==> src/rtl/alarm_pkg.sv <==
package alarm_pkg;

   localparam int KIND_W = 2;

   typedef enum logic [KIND_W-1:0] {
      EV_CALL    = 2'd0,
      EV_RESUME  = 2'd1,
      EV_RELEASE = 2'd2,
      EV_RSVD    = 2'd3
   } ev_kind_e;

endpackage

==> src/rtl/alarm_slot.sv <==
module alarm_slot
   import alarm_pkg::*;
#(
   parameter int CNT_W = 16,
   parameter int REF_W = 32
) (
   input  logic                clk,
   input  logic                rst_n,
   input  logic                tick_i,
   input  logic                arm_hit_i,
   input  logic                disarm_hit_i,
   input  logic                ack_hit_i,
   input  logic [CNT_W-1:0]    load_i,
   input  logic                periodic_i,
   input  logic [KIND_W-1:0]   kind_i,
   input  logic [REF_W-1:0]    ref_i,
   output logic                pending_o,
   output logic [KIND_W-1:0]   kind_o,
   output logic [REF_W-1:0]    ref_o
);

   localparam logic [CNT_W-1:0] ONE = CNT_W'(1);

   logic              active_q;
   logic              periodic_q;
   logic [CNT_W-1:0]  cnt_q;
   logic [CNT_W-1:0]  period_q;
   ev_kind_e          kind_q;
   logic [REF_W-1:0]  ref_q;
   logic              pending_q;
   logic              fire;

   assign fire = active_q && tick_i && (cnt_q == ONE);

   always_ff @(posedge clk or negedge rst_n) begin
      if (!rst_n) begin
         active_q   <= 1'b0;
         periodic_q <= 1'b0;
         cnt_q      <= '0;
         period_q   <= '0;
         kind_q     <= EV_CALL;
         ref_q      <= '0;
         pending_q  <= 1'b0;
      end else if (arm_hit_i) begin
         active_q   <= 1'b1;
         periodic_q <= periodic_i;
         cnt_q      <= load_i;
         period_q   <= load_i;
         kind_q     <= ev_kind_e'(kind_i);
         ref_q      <= ref_i;
         pending_q  <= 1'b0;
      end else if (disarm_hit_i) begin
         active_q   <= 1'b0;
         cnt_q      <= '0;
         pending_q  <= 1'b0;
      end else begin
         if (fire) begin
            pending_q <= 1'b1;
            if (periodic_q) begin
               cnt_q <= period_q;
            end else begin
               cnt_q    <= '0;
               active_q <= 1'b0;
            end
         end else begin
            if (active_q && tick_i) cnt_q <= cnt_q - ONE;
            if (ack_hit_i) pending_q <= 1'b0;
         end
      end
   end

   assign pending_o = pending_q;
   assign kind_o    = kind_q;
   assign ref_o     = ref_q;


   live_count_chk: assert property (@(posedge clk) disable iff (!rst_n)
      active_q |-> (cnt_q != '0));


   fire_on_tick_chk: assert property (@(posedge clk) disable iff (!rst_n)
      $rose(pending_q) |-> $past(tick_i));


   disarm_idle_chk: assert property (@(posedge clk) disable iff (!rst_n)
      (disarm_hit_i && !arm_hit_i) |=> (!active_q && !pending_q));


   idle_frozen_chk: assert property (@(posedge clk) disable iff (!rst_n)
      (!active_q && !arm_hit_i) |=> (!active_q && $stable(cnt_q)));

endmodule

==> src/rtl/alarm_pick.sv <==
module alarm_pick #(
   parameter int N     = 4,
   parameter int IDX_W = 2
) (
   input  logic              clk,
   input  logic              rst_n,
   input  logic [N-1:0]      req_i,
   output logic              any_o,
   output logic [IDX_W-1:0]  idx_o
);

   always_comb begin
      any_o = 1'b0;
      idx_o = '0;
      for (int i = N - 1; i >= 0; i--) begin
         if (req_i[i]) begin
            any_o = 1'b1;
            idx_o = IDX_W'(i);
         end
      end
   end


   pick_hit_chk: assert property (@(posedge clk) disable iff (!rst_n)
      any_o |-> req_i[idx_o]);

endmodule

==> src/rtl/alarm_bank.sv <==
module alarm_bank
   import alarm_pkg::*;
#(
   parameter int NUM_SLOTS = 4,
   parameter int CNT_W     = 16,
   parameter int REF_W     = 32,
   parameter int IDX_W     = (NUM_SLOTS > 1) ? $clog2(NUM_SLOTS) : 1
) (
   input  logic               clk,
   input  logic               rst_n,
   input  logic               tick_i,
   input  logic               arm_i,
   input  logic               disarm_i,
   input  logic [IDX_W-1:0]   slot_i,
   input  logic [CNT_W-1:0]   count_i,
   input  logic               periodic_i,
   input  logic [1:0]         kind_i,
   input  logic [REF_W-1:0]   ref_i,
   input  logic               ack_i,
   output logic               irq_o,
   output logic               rep_valid_o,
   output logic [IDX_W-1:0]   rep_slot_o,
   output logic [1:0]         rep_kind_o,
   output logic [REF_W-1:0]   rep_ref_o
);

   if (NUM_SLOTS < 2) begin : g_bad_slots
      $error("alarm_bank: NUM_SLOTS must be at least 2");
   end
   if (CNT_W < 2) begin : g_bad_cnt
      $error("alarm_bank: CNT_W must be at least 2");
   end
   if (IDX_W < $clog2(NUM_SLOTS)) begin : g_bad_idx
      $error("alarm_bank: IDX_W too narrow for NUM_SLOTS");
   end

   logic [NUM_SLOTS-1:0]  pend_vec;
   logic [NUM_SLOTS-1:0]  pend_d;
   logic [KIND_W-1:0]     kind_arr [NUM_SLOTS];
   logic [REF_W-1:0]      ref_arr  [NUM_SLOTS];
   logic                  ack_ok;
   logic                  count_ok;
   logic                  pick_any;
   logic [IDX_W-1:0]      pick_idx;

   assign ack_ok   = ack_i && rep_valid_o;
   assign count_ok = (count_i != '0);

   for (genvar g = 0; g < NUM_SLOTS; g++) begin : g_slot
      logic sel;
      assign sel = (slot_i == IDX_W'(g));

      alarm_slot #(
         .CNT_W (CNT_W),
         .REF_W (REF_W)
      ) u_slot (
         .clk          (clk),
         .rst_n        (rst_n),
         .tick_i       (tick_i),
         .arm_hit_i    (arm_i && sel && count_ok),
         .disarm_hit_i (disarm_i && sel),
         .ack_hit_i    (ack_ok && (rep_slot_o == IDX_W'(g))),
         .load_i       (count_i),
         .periodic_i   (periodic_i),
         .kind_i       (kind_i),
         .ref_i        (ref_i),
         .pending_o    (pend_vec[g]),
         .kind_o       (kind_arr[g]),
         .ref_o        (ref_arr[g])
      );
   end

   alarm_pick #(
      .N     (NUM_SLOTS),
      .IDX_W (IDX_W)
   ) u_pick (
      .clk   (clk),
      .rst_n (rst_n),
      .req_i (pend_vec),
      .any_o (pick_any),
      .idx_o (pick_idx)
   );

   always_ff @(posedge clk or negedge rst_n) begin
      if (!rst_n) begin
         rep_valid_o <= 1'b0;
         rep_slot_o  <= '0;
         rep_kind_o  <= '0;
         rep_ref_o   <= '0;
         pend_d      <= '0;
      end else begin
         pend_d <= pend_vec;
         if (ack_ok) begin
            rep_valid_o <= 1'b0;
         end else begin
            rep_valid_o <= pick_any;
            rep_slot_o  <= pick_idx;
            rep_kind_o  <= kind_arr[pick_idx];
            rep_ref_o   <= ref_arr[pick_idx];
         end
      end
   end

   assign irq_o = |pend_vec;


   report_pending_chk: assert property (@(posedge clk) disable iff (!rst_n)
      rep_valid_o |-> pend_d[rep_slot_o]);


   report_lowest_chk: assert property (@(posedge clk) disable iff (!rst_n)
      rep_valid_o |-> ((pend_d & ((NUM_SLOTS'(1) << rep_slot_o) - NUM_SLOTS'(1))) == '0));


   ack_gap_chk: assert property (@(posedge clk) disable iff (!rst_n)
      (ack_i && rep_valid_o) |=> !rep_valid_o);

endmodule

==> config.mk <==
export PLATFORM = sky130hd
export DESIGN_NAME = alarm_bank
export DESIGN_NICKNAME = d
export VERILOG_FILES = /design/src/rtl/alarm_pkg.sv /design/src/rtl/alarm_slot.sv /design/src/rtl/alarm_pick.sv /design/src/rtl/alarm_bank.sv
export SDC_FILE = /design/constraint.sdc
export NUM_CORES = 1
export LEC_CHECK = 0
export BUFFER_PORTS_ARGS = -buffer_cell sky130_fd_sc_hd__buf_2
export CORE_AREA = 2 2 187 189
export DETAILED_ROUTE_END_ITERATION = 6
export DIE_AREA = 0 0 189 191
export GPL_ROUTABILITY_DRIVEN = 1
export PLACE_DENSITY = 0.73
export SETUP_SLACK_MARGIN = 0.05
export SLEW_MARGIN = 10
export SYNTH_ARGS = -nofsm -noshare
export SYNTH_HDL_FRONTEND = slang
export SYNTH_SLANG_ARGS = --single-unit
==> constraint.sdc <==
create_clock -name clk -period 5.29 [get_ports clk]
set_clock_uncertainty 0.2 [all_clocks]
set_input_delay 0.2645 -clock clk [delete_from_list [all_inputs] [get_ports clk]]
set_output_delay 0.2645 -clock clk [all_outputs]
set_load 0.05 [all_outputs]
==> flow_summary_export.csv <==
group,metric,value,unit
min_path,min_from,"slot_i[1]",
clock_tree,cts_tree,"yes",
logic_synthesis,syn-num-nets,1725,
floorplan,dieArea,36100,µm²
worst_setup_path,critPathKind,"in2reg",
logic_synthesis,syn-instance-count,1658,
worst_setup_path,cpMaxStageDelayCell,"o21ai_1",
worst_setup_path,cp-end-kind,"register",
sta,layout_setup_ws,1.85,ns
worst_setup_path,reg2reg_from,"g_slot[1].u_slot.cnt_q[9]$_DFFE_PN0P_",
finish,areaGrowthSynthToFinish,17.6,%
floorplan,boundaryPins,97,
logic_synthesis,ys_types,69,
power,combPwrFrac,0.213,
sta,fin_tns_setup,0,ns
floorplan,start_util,0.445,
job,maxCapViolCount,0,
worst_setup_path,ff2ff_path_depth,5,
global_routing,grt_pass1_wl,69700,µm
logic_synthesis,synth_top_area_frac,0.516,
worst_setup_path,start_kind,"input pin",
sta,drv_slew,0,
worst_setup_path,cp.required,5.51,ns
sta,fmax,291,MHz
route,dr.pass1.iters,5,
finish,fin_util,0.523,
logic_synthesis,synth_seq_cells,313,
global_routing,grt_max_degree,116,
worst_setup_path,critPathArrivalTime,3.66,ns
min_path,hold_end,"g_slot[2].u_slot.active_q$_DFFE_PN0P_",
place,place_hpwl,26500,µm
global_routing,grt_pass1_vias,13000,
power,p_int,4.94,mW
clock_tree,clkSinkCount,313,
place,gp_congestion,0.912,
power,p_per_area,407,nW/µm²
power,seqPwrFrac,0.439,
finish,final_nets,1836,
place,io_buffer_count,96,
logic_synthesis,synth_area_leaders,"dfrtp_1 (52%), nand2_1 (16%), mux4_2 (5.0%)",
clock_tree,clock-root-buffer,"clkbuf_16",
sta,hold_violations,0,
global_routing,antenna_found_initial,0,
sta,finalCritPeriodShare,0.650,
worst_setup_path,regToRegEndpoint,"g_slot[1].u_slot.cnt_q[15]$_DFFE_PN0P_",
global_routing,overflow,0,
worst_setup_path,r2r_slack,1.86,ns
finish,post_route_cells_drive_above_1_share,0.147,
floorplan,rows,68,
sta,period_minus_slack,3.44,ns
global_routing,grtUsageTotal,0.240,
route,ant_nets,0,
power,ir_worst_vdd,218,µV
worst_setup_path,path_cells,"dlygate4sd3_1, buf_2, or4_1, o41a_1, o21ai_1, a21boi_0, a211oi_1",
logic_synthesis,synthFlopType,"dfrtp_1",
power,p_sw_frac,0.320,
route,wl_per_cell,19.1,µm
logic_synthesis,yosys_warnings,0,
route,drc,0,
route,drt_iter0_drc,1204,
clock_tree,clk_latency,0.53,ns
clock_tree,cts_max_path_buffers,3,
sta,rsz0062_at_grt,"no",
power,power_frac_clock,0.349,
sta,relSlewSlack,0.206,
logic_synthesis,synth_sequential_area_ratio,0.516,
run_status,outcome,"completed",
clock_tree,cts_made_buffers,35,
sta,finalSetupViolCount,0,
floorplan,core-area,34100,µm²
min_path,hold_class,"in2reg",
logic_synthesis,synth_top_area_cell,"dfrtp_1",
power,p_leak,8.48,nW
logic_synthesis,synth-edff-count,0,
clock_tree,clk_pin_slew,0.06,ns
route,viasPerCell,5.82,
route,drt-total-wl,42900,µm
floorplan,die_h,191,µm
route,vias,13100,
power,p_sw,2.32,mW
worst_setup_path,crit_path_max_fanout,12,
logic_synthesis,async_flop_share,1.00,
place,post-place-ws,1.97,ns
worst_setup_path,critPathMaxStageDelay,0.81,ns
clock_tree,h-tree-depth,2,
sta,tightest_slew,1.19,ns
logic_synthesis,syn_area,15200,µm²
min_path,hold_depth,4,
logic_synthesis,syn_area_per_cell,9.15,µm²
floorplan,die_w,189,µm
==> state kept, by name, summed over array words and instances (netlist names) <==
| name | count |
|---|---|
| rep_kind_o | 2 |
| g_slot.u_slot.periodic_q | 4 |
| rep_slot_o | 2 |
| g_slot.u_slot.active_q | 4 |
| g_slot.u_slot.kind_o | 8 |
| rep_ref_o | 32 |
| g_slot.u_slot.pending_o | 4 |
| rep_valid_o | 1 |
| g_slot.u_slot.period_q | 64 |
| g_slot.u_slot.cnt_q | 64 |
| g_slot.u_slot.ref_o | 128 |
==> power groups by stage <==
stage                     Combinational (mW)  Sequential, mW  Clock, mW
after floorplan                        0.948            3.27          0
after global placement                  1.45            3.19          0
after detailed placement                1.49            3.21          0
after CTS                               1.54            3.18       2.57
after global routing                    1.71            3.25       2.66
final                                   1.55            3.19       2.53
==> metrics by stage <==
step | hold slack (ns) | std cells | power [mW] | cell area (µm²)
floorplan | -0.231 | 1658 | 4.22 | 15200
global placement | 0.208 | 2132 | 4.65 | 16100
detailed placement | 0.220 | 2132 | 4.70 | 16100
CTS | 0.0241 | 2249 | 7.28 | 17800
global route | 0.0899 | 2249 | 7.62 | 17800
finish | 0.0629 | 2250 | 7.27 | 17800
==> worst max-delay path, delay by kind of cell <==
kind / cells / cell delay (ns)
buffers and inverters: 2 / 0.75
AND/OR/NAND/NOR: 1 / 0.59
AO/OA/AOI/OAI: 4 / 2.06
==> cells in the final DEF (no fill, tap or decap), types with 21 or more instances in the layout <==
cell,n
nor3_1,22
dlygate4sd3_1,55
o31ai_1,27
mux2_2,39
inv_1,21
nand3_1,28
nand2_1,653
clkbuf_16,36
mux4_2,34
o21ai_0,52
nor2_1,54
dfrtp_1,313
a21oi_1,52
buf_2,95
==> cells in the mapped netlist, types with 9 or more instances <==
library cell	number
nand2_1	658
dfrtp_1	313
clkbuf_1	85
nor2_1	57
a21oi_1	52
o21ai_0	52
mux2_2	39
mux4_2	34
nand3_1	28
o31ai_1	27
nor3_1	24
inv_1	21
nor4_1	16
a32oi_1	15
and3_1	15
or4_1	14
nand4_1	13
a211oi_1	12
or3_1	12
a31oi_1	11
o211ai_1	11
and2_1	10
xnor2_1	10
a311oi_1	9
==> layer usage <==
layer	wire length, µm	vias to the layer above	GRT usage
li1	-	5959	-
met1	18200	6471	0.325
met2	20100	560	0.383
met3	2790	112	0.0290
met4	1780	0	0.119
met5	0	-	0
==> cell type report <==
cell class	instances	area, µm²
sequential	313	7830
antenna	1	2.50
timing repair buffer	171	1200
multi-input combinational	1227	6930
tap	455	569
fill	3018	16300
inverter	21	78.8
clock buffer	54	1100
clock inverter	8	111
==> worst max path at each step <==
stage,endpoint,depth (start not counted),from
after global routing,g_slot[1].u_slot.cnt_q[15]$_DFFE_PN0P_,7,count_i[10]
after global placement,g_slot[0].u_slot.ref_o[12]$_DFFE_PN0P_,7,count_i[9]
after CTS,g_slot[2].u_slot.ref_o[30]$_DFFE_PN0P_,8,count_i[10]
after floorplan,g_slot[1].u_slot.cnt_q[7]$_DFFE_PN0P_,7,g_slot[1].u_slot.cnt_q[4]$_DFFE_PN0P_
after detailed placement,g_slot[2].u_slot.ref_o[25]$_DFFE_PN0P_,7,count_i[9]
final,g_slot[1].u_slot.cnt_q[15]$_DFFE_PN0P_,7,count_i[10]
==> cell families (layout without fill, tap and decap cells) <==
| logic type | count (synthesis) | in the layout | synth area share |
|---|---|---|---|
| adders and majority gates | 8 | 8 | 0.00660 |
| muxes | 76 | 76 | 0.0814 |
| other | 0 | 1 | 0 |
| DFF | 313 | 313 | 0.516 |
| xor gates and xnor gates | 13 | 13 | 0.00751 |
| AOI/OAI and AO/OA | 260 | 260 | 0.119 |
| and+or+nand+nor | 870 | 870 | 0.239 |
| buffers and inverters | 118 | 254 | 0.0298 |
==> repair_timing <==
action / 4_1_cts / 5_1_grt
hold buffers: 55 / 0
gates resized for setup: 0 / 0
hold endpoints to repair: 364 / 0
buffers inserted: 0 / 0
(Power assumes the default switching activity.)
